[config.mk]
export PLATFORM = sky130hd
export DESIGN_NAME = irq_route_ctrl
export DESIGN_NICKNAME = d
export VERILOG_FILES = /design/src/rtl/irqr_pkg.sv /design/src/rtl/irqr_sync_detect.sv /design/src/rtl/irqr_regfile.sv /design/src/rtl/irqr_route.sv /design/src/rtl/irq_route_ctrl.sv
export SDC_FILE = /design/constraint.sdc
export NUM_CORES = 1
export LEC_CHECK = 0
export BUFFER_PORTS_ARGS = -buffer_cell sky130_fd_sc_hd__buf_2
export CORE_MARGIN = 8
export CORE_UTILIZATION = 61
export CTS_CLUSTER_DIAMETER = 40
export DETAILED_ROUTE_END_ITERATION = 16
export PLACE_DENSITY = 0.78
export RECOVER_POWER = 100
export SLEW_MARGIN = 10
export SYNTH_ARGS = -nofsm -noshare
export SYNTH_HDL_FRONTEND = slang
export SYNTH_SLANG_ARGS = --single-unit
[constraint.sdc]
create_clock -name clk -period 4.05 [get_ports clk]
set_input_delay 0.6075 -clock clk [delete_from_list [all_inputs] [get_ports clk]]
set_output_delay 0.6075 -clock clk [all_outputs]
set_load 0.005 [all_outputs]
[src/rtl/irqr_pkg.sv]
// Package: shared register kinds and the address decoder for the routing controller.
// Assumes 16-bit registers on 0x10-aligned byte offsets.
package irqr_pkg;

    typedef enum logic [2:0] {
        RK_NONE, RK_STATUS, RK_CLEAR, RK_EDGE, RK_POL, RK_EN
    } reg_kind_e;

    typedef struct packed {
        reg_kind_e kind;
        int        word;
        int        out;
    } reg_dec_t;

    // Map a byte address onto a register kind plus its word and output indices.
    function automatic reg_dec_t decode_addr(logic [15:0] a, int nwords, int nout);
        reg_dec_t d;
        int idx;
        d.kind = RK_NONE;
        d.word = 0;
        d.out  = 0;
        if (a[3:0] == 4'h0) begin
            if (a < 16'h0100) begin
                if (int'(a[15:6]) < nwords) begin
                    d.word = int'(a[15:6]);
                    case (a[5:4])
                        2'd0:    d.kind = RK_STATUS;
                        2'd1:    d.kind = RK_CLEAR;
                        2'd2:    d.kind = RK_EDGE;
                        default: d.kind = RK_POL;
                    endcase
                end
            end else begin
                idx = int'(a[15:4]) - 16;
                if (idx < nwords * nout) begin
                    d.kind = RK_EN;
                    d.word = idx % nwords;
                    d.out  = idx / nwords;
                end
            end
        end
        return d;
    endfunction

endpackage

[src/rtl/irqr_sync_detect.sv]
// Source front end: two-flop synchroniser, polarity qualification and a
// pending latch per source. Assumes clr is a one-cycle pulse from a write.
module irqr_sync_detect #(
    parameter int NSRC = 32
) (
    input  logic            clk,
    input  logic            rst_n,
    input  logic [NSRC-1:0] src,
    input  logic [NSRC-1:0] edge_sel,
    input  logic [NSRC-1:0] pol_sel,
    input  logic [NSRC-1:0] clr,
    output logic [NSRC-1:0] pending
);

    logic [NSRC-1:0] sync1, sync2, prev;
    logic [NSRC-1:0] qual, qual_prev, rise;

    // Synchronise the raw lines and keep the previous synchronised sample.
    always_ff @(posedge clk) begin
        if (!rst_n) begin
            sync1 <= '0;
            sync2 <= '0;
            prev  <= '0;
        end else begin
            sync1 <= src;
            sync2 <= sync1;
            prev  <= sync2;
        end
    end

    // Qualify by polarity; an active transition is a new qualified assertion.
    always_comb begin
        qual      = sync2 ~^ pol_sel;
        qual_prev = prev ~^ pol_sel;
        rise      = qual & ~qual_prev;
    end

    // Pending latch: edge mode sets on rise and drops on clear, level mode follows.
    always_ff @(posedge clk) begin
        if (!rst_n) begin
            pending <= '0;
        end else begin
            for (int i = 0; i < NSRC; i++) begin
                if (edge_sel[i]) pending[i] <= rise[i] | (pending[i] & ~clr[i]);
                else             pending[i] <= qual[i];
            end
        end
    end

    for (genvar g = 0; g < NSRC; g++) begin : g_chk
        AST_EDGE_HOLD: assert property (@(posedge clk) disable iff (!rst_n)
            edge_sel[g] && !rise[g] && !clr[g] |=> pending[g] == $past(pending[g]));
        AST_CLEAR_DROPS: assert property (@(posedge clk) disable iff (!rst_n)
            edge_sel[g] && clr[g] && !rise[g] |=> !pending[g]);
        AST_EDGE_WINS: assert property (@(posedge clk) disable iff (!rst_n)
            edge_sel[g] && rise[g] |=> pending[g]);
    end

endmodule

[src/rtl/irqr_regfile.sv]
// Register file: decodes the byte address, holds the edge, polarity and enable
// masks, turns clear writes into pulses and registers the read data.
module irqr_regfile
    import irqr_pkg::*;
#(
    parameter int NWORDS = 2,
    parameter int WORD_W = 16,
    parameter int NOUT   = 4,
    parameter int ADDR_W = 9,
    localparam int NSRC  = NWORDS * WORD_W
) (
    input  logic                      clk,
    input  logic                      rst_n,
    input  logic                      sel,
    input  logic                      wr,
    input  logic [ADDR_W-1:0]         addr,
    input  logic [WORD_W-1:0]         wdata,
    input  logic [NSRC-1:0]           pending,
    output logic [NSRC-1:0]           edge_sel,
    output logic [NSRC-1:0]           pol_sel,
    output logic [NSRC-1:0]           clr,
    output logic [NOUT-1:0][NSRC-1:0] en,
    output logic [WORD_W-1:0]         rdata
);

    reg_dec_t          dec;
    logic [WORD_W-1:0] rd_mux;

    // Decode the current address.
    always_comb dec = decode_addr(16'(addr), NWORDS, NOUT);

    // Hold the control masks; status is read-only and ignores writes.
    always_ff @(posedge clk) begin
        if (!rst_n) begin
            edge_sel <= '0;
            pol_sel  <= '0;
            en       <= '0;
        end else if (sel && wr) begin
            for (int w = 0; w < NWORDS; w++) begin
                if (dec.word == w) begin
                    if (dec.kind == RK_EDGE) edge_sel[w*WORD_W +: WORD_W] <= wdata;
                    if (dec.kind == RK_POL)  pol_sel[w*WORD_W +: WORD_W]  <= wdata;
                    for (int n = 0; n < NOUT; n++)
                        if (dec.kind == RK_EN && dec.out == n)
                            en[n][w*WORD_W +: WORD_W] <= wdata;
                end
            end
        end
    end

    // Turn a clear write into a one-cycle pulse on the addressed word.
    always_comb begin
        clr = '0;
        if (sel && wr && dec.kind == RK_CLEAR)
            for (int w = 0; w < NWORDS; w++)
                if (dec.word == w) clr[w*WORD_W +: WORD_W] = wdata;
    end

    // Select read data; clear and unmapped addresses read as zero.
    always_comb begin
        rd_mux = '0;
        for (int w = 0; w < NWORDS; w++) begin
            if (dec.word == w) begin
                case (dec.kind)
                    RK_STATUS: rd_mux = pending[w*WORD_W +: WORD_W];
                    RK_EDGE:   rd_mux = edge_sel[w*WORD_W +: WORD_W];
                    RK_POL:    rd_mux = pol_sel[w*WORD_W +: WORD_W];
                    RK_EN:
                        for (int n = 0; n < NOUT; n++)
                            if (dec.out == n) rd_mux = en[n][w*WORD_W +: WORD_W];
                    default:   rd_mux = '0;
                endcase
            end
        end
    end

    // Register read data one cycle after a read access.
    always_ff @(posedge clk) begin
        if (!rst_n)          rdata <= '0;
        else if (sel && !wr) rdata <= rd_mux;
    end

    AST_UNMAPPED_ZERO: assert property (@(posedge clk) disable iff (!rst_n)
        sel && !wr && dec.kind == RK_NONE |=> rdata == '0);

endmodule

[src/rtl/irqr_route.sv]
// Output router: each output is the registered OR of pending sources that its
// own enable mask selects. Assumes pending and en are already synchronous.
module irqr_route #(
    parameter int NSRC = 32,
    parameter int NOUT = 4
) (
    input  logic                      clk,
    input  logic                      rst_n,
    input  logic [NSRC-1:0]           pending,
    input  logic [NOUT-1:0][NSRC-1:0] en,
    output logic [NOUT-1:0]           irq
);

    for (genvar n = 0; n < NOUT; n++) begin : g_out
        // Register the masked OR for this output.
        always_ff @(posedge clk) begin
            if (!rst_n) irq[n] <= 1'b0;
            else        irq[n] <= |(pending & en[n]);
        end

        AST_IRQ_MASKED: assert property (@(posedge clk) disable iff (!rst_n)
            (pending & en[n]) == '0 |=> !irq[n]);
        AST_IRQ_DELIVER: assert property (@(posedge clk) disable iff (!rst_n)
            (pending & en[n]) != '0 |=> irq[n]);
    end

endmodule

[src/rtl/irq_route_ctrl.sv]
// Top: interrupt routing controller. Joins the source front end, the register
// file and the output router. Assumes irq_src is asynchronous to clk.
module irq_route_ctrl #(
    parameter int NWORDS = 2,
    parameter int WORD_W = 16,
    parameter int NOUT   = 4,
    parameter int ADDR_W = 9,
    localparam int NSRC  = NWORDS * WORD_W
) (
    input  logic              clk,
    input  logic              rst_n,
    input  logic [NSRC-1:0]   irq_src,
    input  logic              bus_sel,
    input  logic              bus_wr,
    input  logic [ADDR_W-1:0] bus_addr,
    input  logic [WORD_W-1:0] bus_wdata,
    output logic [WORD_W-1:0] bus_rdata,
    output logic [NOUT-1:0]   cpu_irq
);

    logic [NSRC-1:0]           pending, edge_sel, pol_sel, clr;
    logic [NOUT-1:0][NSRC-1:0] en;

    irqr_sync_detect #(.NSRC(NSRC)) u_front (
        .clk(clk), .rst_n(rst_n), .src(irq_src), .edge_sel(edge_sel),
        .pol_sel(pol_sel), .clr(clr), .pending(pending)
    );

    irqr_regfile #(.NWORDS(NWORDS), .WORD_W(WORD_W), .NOUT(NOUT), .ADDR_W(ADDR_W)) u_regs (
        .clk(clk), .rst_n(rst_n), .sel(bus_sel), .wr(bus_wr), .addr(bus_addr),
        .wdata(bus_wdata), .pending(pending), .edge_sel(edge_sel), .pol_sel(pol_sel),
        .clr(clr), .en(en), .rdata(bus_rdata)
    );

    irqr_route #(.NSRC(NSRC), .NOUT(NOUT)) u_route (
        .clk(clk), .rst_n(rst_n), .pending(pending), .en(en), .irq(cpu_irq)
    );

endmodule

### After elaboration in Yosys (flattened, before gate mapping)

Cells that the tools add are included.

* memories kept: 0
* bits of input ports: 61
* memory bits (writable): 0
* bits in latches: 0
* output and inout port bits: 20
* flip-flop bits (word level): 340
* memory bits (read-only): 0

* divide/modulo/power cells: 0
* reduce and logical (&&, ||, !) cells: 28
* eq/ne operators: 11
* add/subtract/negate cells: 2
* multiplexer cells: 53
* magnitude comparators: 3
* shifts and indexed selects: 0
* bitwise gates (word level): 105
* multipliers: 0

Operator list (number)
* $mux 16: 12
* $and 32x32->32: 5
* $mux 67: 2
* $pmux 16 s4: 2
* $reduce_or 32->1: 4
* $mux 35: 2
* $eq 32x2->1 const B: 2
* $eq 32x3->1 const B: 2
* $logic_not 32->1: 2
* $mux 32: 2
* $xnor 32x32->32: 2
* $reduce_and 3->1: 12
* $and 1x1->1: 33
* $add 32x1->32: 1
* $lt 32x5->1 const B: 1
* $mux 1: 32
* $not 1->1: 32
* $not 32->32: 1
* $or 1x1->1: 32
* $lt 9x9->1 const B: 1
* $pmux 3 s3: 1
* $logic_and 1x1->1: 7
* $eq 3x2->1 const B: 2
* $eq 3x3->1 const B: 2
* 8 further kinds: 8

### Longest topological paths before layout

Gate-level depths: netlist of the first run.

* depth after elaboration: 19
* gate-level depth with buffers: 15
* mapped depth without buffers: 12

### Cells and area by module

A second synthesis of the first run with hierarchy kept.

* cell total of the unflattened synthesis: 1747
* area, all modules: 15539.9 um2

By module, submodules not included
* irqr_regfile: area each 10385.0 um2, seq. area each 4164.0 um2, cells an instance 1229, times used 1
* irqr_sync_detect: area each 4444.3 um2, seq. area each 2562.5 um2, cells an instance 430, times used 1
* irqr_route: area each 710.7 um2, seq. area each 80.1 um2, cells an instance 88, times used 1

### Least setup slack after synthesis of the first run

No wires, ideal clock.

* kind: input port to flip-flop
* start point: in bus_addr[8]
* end point: reg u_regs.rdata[2]
* stages: 12
* slack: 0.681 ns
* arrival time: 3.242 ns
* setup time: 0.127 ns
* cell sequence: clkbuf_1 > nor2_1 > ha_1 > nand3_1 > ha_1 > or4bb_1 > or2_4 > or3_4 > buf_6 > nor2_2 > nor4_1 > or3_1

* longest elaborated chain between the ends: 19
* elaborated cells between the ends (all ways): 33
* those cells by class: 2 x add/sub; 3 x order compare; 8 x eq/ne; 17 x mux; 1 x bitwise; 2 x reduce/logical

RTL lines
* from (decl): RTL line irq_route_ctrl.sv:15 `input logic [ADDR_W-1:0] bus_addr,`
* $sub 5x5->6: RTL line irqr_pkg.sv:34 `idx = int'(a[15:4]) - 16;`
* $and 1x1->1 (no line)
* $add 32x1->32 (no line)
* $mux 67: RTL line irqr_pkg.sv:35 `if (idx < nwords * nout) begin`
* $mux 32: RTL line irqr_pkg.sv:23 `if (a < 16'h0100) begin`
* $mux 67 *: RTL line irqr_pkg.sv:22 `if (a[3:0] == 4'h0) begin`
* $logic_not 32->1: RTL line irqr_regfile.sv:70 `if (dec.out == n) rd_mux = en[n][w*WORD_W +: WORD_W];`
* $mux 16 (4 in series): RTL line irqr_regfile.sv:70
* $pmux 16 s4: RTL line irqr_regfile.sv:64 `case (dec.kind)`
* $mux 16: RTL line irqr_regfile.sv:63 `if (dec.word == w) begin`
* $mux 16 (4 in series): RTL line irqr_regfile.sv:70
* $pmux 16 s4: RTL line irqr_regfile.sv:64
* $mux 16 *: RTL line irqr_regfile.sv:63
* to (signal assigned): RTL line irqr_regfile.sv:80 `else if (sel && !wr) rdata <= rd_mux;`
* to (decl): RTL line irqr_regfile.sv:23 `output logic [WORD_W-1:0] rdata`

Mark *: on every way between the ends. The rest lies on a longest branch, timed or not.
A chain may end at the register's enable or synchronous reset.

### Worst setup path in the final report of the first run

* start point: in bus_addr[3]
* end point: reg u_regs.en[54] (netlist name)

* longest elaborated chain between the ends: 6
* elaborated cells between the ends (all ways): 10
* those cells by class: 1 x order compare; 3 x eq/ne; 3 x mux; 3 x reduce/logical

RTL lines
* $lt 9x9->1: RTL line irqr_pkg.sv:23
* $mux 32 / $mux 35 (equally long branches): RTL line irqr_pkg.sv:23
* $mux 67 *: RTL line irqr_pkg.sv:22
* $eq 32x2->1 / $eq 3x3->1 (equally long branches): RTL line irqr_regfile.sv:44 `if (dec.kind == RK_EN && dec.out == n)`
* $logic_and 1x1->1: RTL line irqr_regfile.sv:44
* $reduce_and 3->1 (no line) *
* to (signal, indexed assignment): RTL line irqr_regfile.sv:45 `en[n][w*WORD_W +: WORD_W] <= wdata;`
* to (decl): RTL line irqr_regfile.sv:22 `output logic [NOUT-1:0][NSRC-1:0] en,`

Marked as above.

==> results of run 1 <==
==> logic make-up after synthesis <==
| logic type | count (synthesis) | synth area share |
|---|---|---|
| flops | 340 | 0.4379 |
| buf+inv | 130 | 0.03847 |
| fa+ha+maj | 8 | 0.006439 |
| xor+xnor | 64 | 0.03606 |
| compound gates | 536 | 0.2570 |
| simple gates | 709 | 0.2145 |
| mux | 15 | 0.009658 |
==> power groups by stage <==
| stage | Combinational (mW) | Sequential (mW) | Clock [mW] |
|---|---|---|---|
| after floorplan | 0.267 | 3.53 | 0 |
| after global placement | 0.405 | 3.57 | 0 |
| after detailed placement | 0.411 | 3.57 | 0 |
| after CTS | 0.414 | 3.50 | 3.65 |
| after global routing | 0.450 | 3.51 | 3.80 |
| final | 0.421 | 3.51 | 3.64 |
==> worst max-delay path, stage by stage <==
cell      delay [ns]
buf_2           0.10
or4_1           0.51
clkbuf_1        0.25
or3_1           0.49
nor2_1          0.79
nand2_1         0.77
nand2_1         0.24
a21boi_0        0.13
==> synthesized netlist by cell type, types with 12 or more instances <==
cell       count  area [µm²]
xor2_1        32       280.3
and2_1       106       663.1
clkbuf_1      88       330.3
buf_2         22       110.1
a21boi_1      44       330.3
a22o_1        20       175.2
a221oi_1      25       219.0
mux2i_1       15       150.1
xnor2_1       32       280.3
o2bb2ai_1     18       157.7
dfxtp_1      340        6807
o21a_1        32       240.2
nand3_1       12       60.06
a21oi_1       93       465.5
nor2_1        25       93.84
o21ai_0       28       140.1
nand4_1       19       118.9
and3_1        18       112.6
a21boi_2      20       225.2
a22oi_1       45       337.8
a21boi_0     129       968.4
a221o_1       21       210.2
nand2_1      464        1742
==> area by class of cell <==
type,count,area [µm²]
Clock buffer,50,1089
Timing Repair Buffer,133,767.0
Fill cell,2038,7704
Antenna cell,1,2.502
Multi-Input combinational cell,1332,8059
Sequential cell,340,6807
Clock inverter,22,250.2
Inverter,5,18.77
Tap cell,330,412.9
==> state kept, by name, summed over array words and instances (netlist names) <==
register         flops
u_route.irq          4
u_front.pending     32
u_regs.rdata        16
u_front.sync1       32
u_regs.en          128
u_regs.edge_sel     32
u_regs.pol_sel      32
u_front.prev        32
u_front.sync2       32
==> layer usage <==
metal,global-route usage,share of wire
met1,0.4081,0.40
met2,0.4969,0.45
met3,0.06635,0.10
met4,0.1540,0.048
met5,0,0
==> cells in the final DEF (no fill, tap or decap), types with 21 or more instances in the layout <==
cell type	Yosys	layout
xor2_1	32	32
a21boi_0	129	177
a21oi_1	93	93
a221o_1	21	21
o21ai_0	28	28
clkbuf_16	0	40
a221oi_1	25	25
dfxtp_1	340	340
nor2_1	25	26
buf_4	2	41
clkbuf_1	88	30
o21a_1	32	32
nand2_1	464	464
and2_1	106	88
xnor2_1	32	32
buf_2	22	61
a22oi_1	45	45
==> per-stage QoR <==
step | power, mW | std cells | hold WS (ns) | setup WS, ns | area [µm²]
finish | 7.567 | 2213 | 0.2599 | 0.5439 | 17410
global route | 7.756 | 2213 | 0.2576 | 0.3651 | 17410
CTS | 7.566 | 2212 | 0.2524 | 0.9481 | 17550
detailed placement | 3.984 | 2140 | 0.4177 | 0.4069 | 16220
global placement | 3.976 | 2140 | 0.4123 | 0.5091 | 16220
floorplan | 3.794 | 1802 | 0.4119 | 0.6814 | 15540
==> worst paths after layout <==
check                      start  depth (start not counted)  slack, ns                end
max                  bus_addr[3]                          8       0.54      u_regs.en[54]
min                   irq_src[1]                          2       0.26   u_front.sync1[1]
max reg2reg  u_front.pending[27]                          4       2.13     u_route.irq[1]
min reg2reg    u_front.sync1[14]                          1       0.43  u_front.sync2[14]
==> run metrics, run 1 <==
RSZ-0062 raised after global routing=no; Congestion Overflow GR=0; Setup-failing EPs final=0; post-synthesis sequential area ratio=0.4379; Pleak=6.205 nW; Fin. Hold Viols=0; period utilization=0.8657; H-tree depth=2; full die area=30,850 µm²; Post-Syn Area=15,540 µm²; Row Count=58; largest net degree at the start of global routing=about 140; Die Height=175.6 µm; Max Cap Viol=1; Synth Instances=between 1,500 and 2,000; Detailed Route WL=49,970 µm; Num CTS Buffers=40; gr usage total=0.3163; Synth Net Count=between 1,500 and 2,000; IR drop worst, VDD=0.5007 mV; core area=between 20,000 and 30,000 µm²; NetSw=1.848 mW; initial DRC count=1,643; Final ANT Viol Nets=0; Internal=5.719 mW; Worst-Skew Late Latency=0.55 ns; half-perimeter wire length after placement=roughly 35,000 µm; worst-path fanout max=16; status=finished, violations left; Starting Density=0.6191; Crit Path Class=in2reg; Clock Skews=0.02251 ns; f_max=285.2 MHz; Worst-Margin Slew=2.442 ns; Clk Tree Root Cell=clkbuf_16; minimum clock period=3.506 ns; first drt pass iteration count=6; failing checks=max-capacitance violations, max-slew violations; PD cells=around 430 nW/µm²; Placer Congestion=1.010; first-pass GRT wire length=between 70,000 and 80,000 µm; CP arrival=3.91 ns; switching part of the total=0.2442; DR DRC count=0; total negative slack=0 ns; relative max-transition margin=-0.6280; dominant synthesized flop cell=dfxtp_1; Bufs on Longest Clock Path=3; Clock transition at path regs=0.06 ns; Util after Layout=0.6932; flops & latches, synth=340; Synth Area per Inst=between 8 and 9 µm²; Hold Path Class=in2reg; CTS tree=yes; asr flop ratio synth=0; number of global-route vias before repair=13,480; EDFF count, synth=0; nature of the critical path startpoint=input port; data required time at the worst endpoint=4.46 ns; P&R area growth vs syn=11.97%; Distinct cells, synth=79; vias=13,990; IO buf count=80; Clock Power Share=0.481; layout cells sized above 1=0.1126; cts repair resizes=0; CTS Hold Buffers Added=0; die width=~180 µm; Ports=a little over 80; Yosys warnings=0; Sequential Power Share=0.464; Combinational Power Share=0.056; Final Slew Violations=135; crit end category=register; initial antenna violation count=1; CTS Sinks=340; fin nets=1,921; Vias per Instance=6.319; Routed wire per std cell=around 23 µm; total setup buffers inserted after CTS=0
No activity file was read; power rests on OpenSTA's default activity.
==> run 2, diff against run 1 <==
Settings changed: ABC_AREA set to 1, PLACE_DENSITY 0.78 to 0.79.
==> run 2 against run 1 <==
The flow still finishes with violations (max-capacitance violations, max-slew violations); worst hold slack worse by 0.032 ns; synthesized area is 1.1% lower; via count is 12% higher.
==> run metrics, run 2 <==
status=finished, violations left; failing checks=max-capacitance violations, max-slew violations; P&R area growth vs syn=13.39%; Yosys warnings=0 (unchanged); Hold Path Class=in2reg; Vias per Instance=6.277 (-0.67%); Row Count=58 (unchanged); commonest non-fill, non-tap cell in the layout=nand2_1; Routed wire per std cell=22.84 µm (+1.2%); half-perimeter wire length after placement=37,590 µm (+8.5%); Worst-Margin Slew=2.775 ns (+0.3334 ns); Worst-Skew Late Latency=0.56 ns (about the same); WHS Path Cells=3 (+1); Most flops, register=u_regs.en; Die Height=174.7 µm (-0.52%); Crit Path Class=in2reg; f_max=311.0 MHz (+9.0%); CTS Hold Buffers Added=0 (unchanged); first drt pass iteration count=6 (unchanged); Synth Area per Inst=7.297 µm² (-15%); dominant synthesized flop cell=dfxtp_1; H-tree depth=2 (unchanged); max FFs per register=128 (unchanged); Detailed Route WL=56,940 µm (+14%); die width=174.7 µm (-0.52%); Clock Skews=0.03756 ns (+0.01505 ns); Bufs on Longest Clock Path=3 (unchanged); IR drop worst, VDD=0.3924 mV (-22%); layout cells sized above 1=0.1249 (+0.01224); commonest cells after routing, fill and taps aside=nand2_1 (400), dfxtp_1 (340), o21ai_0 (258); IO buf count=80 (unchanged); Clk Tree Root Cell=clkbuf_16; data required time at the worst endpoint=4.50 ns (+0.04 ns); worst-path fanout max=32 (+16); cts repair resizes=0 (unchanged); Final ANT Viol Nets=0 (unchanged); Clock transition at path regs=0.06 ns (about the same); Worst R2R Path Depth=6 (+2); Max Cap Viol=1 (unchanged); Synth Instances=2,106 (+17%); post-synthesis sequential area ratio=0.4429 (+0.005026); number of global-route vias before repair=14,590 (+8.2%); Post-Syn Area=15,370 µm² (-1.1%); CTS Sinks=340 (unchanged); largest net degree at the start of global routing=150 (+6.4%); top post-synthesis cells by count=nand2_1 (400), dfxtp_1 (340), o21ai_0 (257), a21oi_1 (234), inv_1 (210); Area contributors post-synth=dfxtp_1 (44%), nand2_1 (9.8%), o21ai_0 (8.4%); minimum clock period=3.215 ns (-0.2908 ns); total negative slack=0 ns (unchanged); relative max-transition margin=-0.8503 (-0.2222); Synth area leader=dfxtp_1; full die area=30,530 µm² (-1.0%); crit end category=register; Final Slew Violations=148 (+9.6%); PD cells=459.1 nW/µm² (+5.6%); core area=24,960 µm² (-0.58%); Setup-failing EPs final=0 (unchanged); DR DRC count=0 (unchanged); Placer Congestion=1.065 (+5.4%); total power=8.001 mW (+5.7%); period utilization=0.7939 (-0.07180); nature of the critical path startpoint=input port; RSZ-0062 raised after global routing=no; Congestion Overflow GR=0 (unchanged); Hold Slack=0.2279 ns (-0.03204 ns); Starting Density=0.6156 (-0.003468); Yosys top cell area share=0.4429 (+0.005026); Synth Net Count=2,175 (+16%); gr usage total=0.3592 (+0.04293); Ports=81 (unchanged); initial antenna violation count=1 (unchanged); Pleak=7.990 nW (+29%); EDFF count, synth=0 (unchanged); most common cell in the netlist=nand2_1; CP arrival=3.67 ns (-0.24 ns); CTS tree=yes; vias=15,650 (+12%); Distinct cells, synth=35 (-56%); flops & latches, synth=340 (unchanged); total setup buffers inserted after CTS=0 (unchanged); first-pass GRT wire length=85,590 µm (+11%); fin nets=2,200 (+15%); Num CTS Buffers=43 (+7.5%); Fin. Hold Viols=0 (unchanged); initial DRC count=2,187 (+33%); asr flop ratio synth=0 (unchanged)
==> run 2: cells by family after synthesis <==
family,share of synthesized area
AOI/OAI and AO/OA,0.2204
adders and majority gates,0.006513
buffers and inverters,0.09167
DFF,0.4429
muxes,0.02345
and+or+nand+nor,0.2151
==> run 2: final timing paths <==
check / from / to / slack (ns)
max: bus_addr[4] / u_regs.en[94] / 0.83
min: irq_src[4] / u_front.sync1[4] / 0.23
max reg2reg: u_front.pending[23] / u_route.irq[1] / 2.34
min reg2reg: u_front.sync1[5] / u_front.sync2[5] / 0.41
==> run 2: cell type report <==
cell class,count,area (µm²)
multi-input combinational,1409,7161
fill,2062,7537
inverter,217,814.5
timing repair buffer,120,686.9
antenna,1,2.502
tap,330,412.9
sequential,340,6807
clock buffer,54,1209
clock inverter,22,334.1
==> run 2: through the flow <==
stage	cells	utilization	setup slack, ns	cell area, µm²
finish	2493	0.6981	0.8347	17430
CTS	2492	0.7003	1.125	17480
global route	2492	0.6980	0.4051	17420
detailed placement	2416	0.6385	0.5818	15940
global placement	2416	0.6385	0.5913	15940
floorplan	2106	-	1.195	15370
==> run 2: metal layers <==
layer | part of all wire | up-vias | GRT usage
li1 | - | 7139 | -
met1 | 0.38 | 7269 | 0.4572
met2 | 0.43 | 1015 | 0.5308
met3 | 0.12 | 226 | 0.09324
met4 | 0.068 | 0 | 0.2353
met5 | 0 | - | 0
==> run 2: worst max-delay path, stage by stage <==
cell and delay [ns]:
clkbuf_1 0.14, inv_1 0.10, nor2_1 0.09, ha_1 0.19, ha_1 0.17, nand3_1 0.08, ha_1 0.28, nand2_1 0.07
inv_1 0.07, nand3_1 0.13, nand2_1 0.15, nand3_1 0.20, buf_4 0.31, nor2_1 0.14, clkbuf_2 0.52, o21ai_0 0.15
a21oi_1 0.25
==> run 2: power breakdown <==
group | internal [mW] | switching (mW) | total [mW]
Clock | 2.58 | 1.53 | 4.11
Combinational | 0.111 | 0.261 | 0.372
Sequential | 3.42 | 0.106 | 3.52
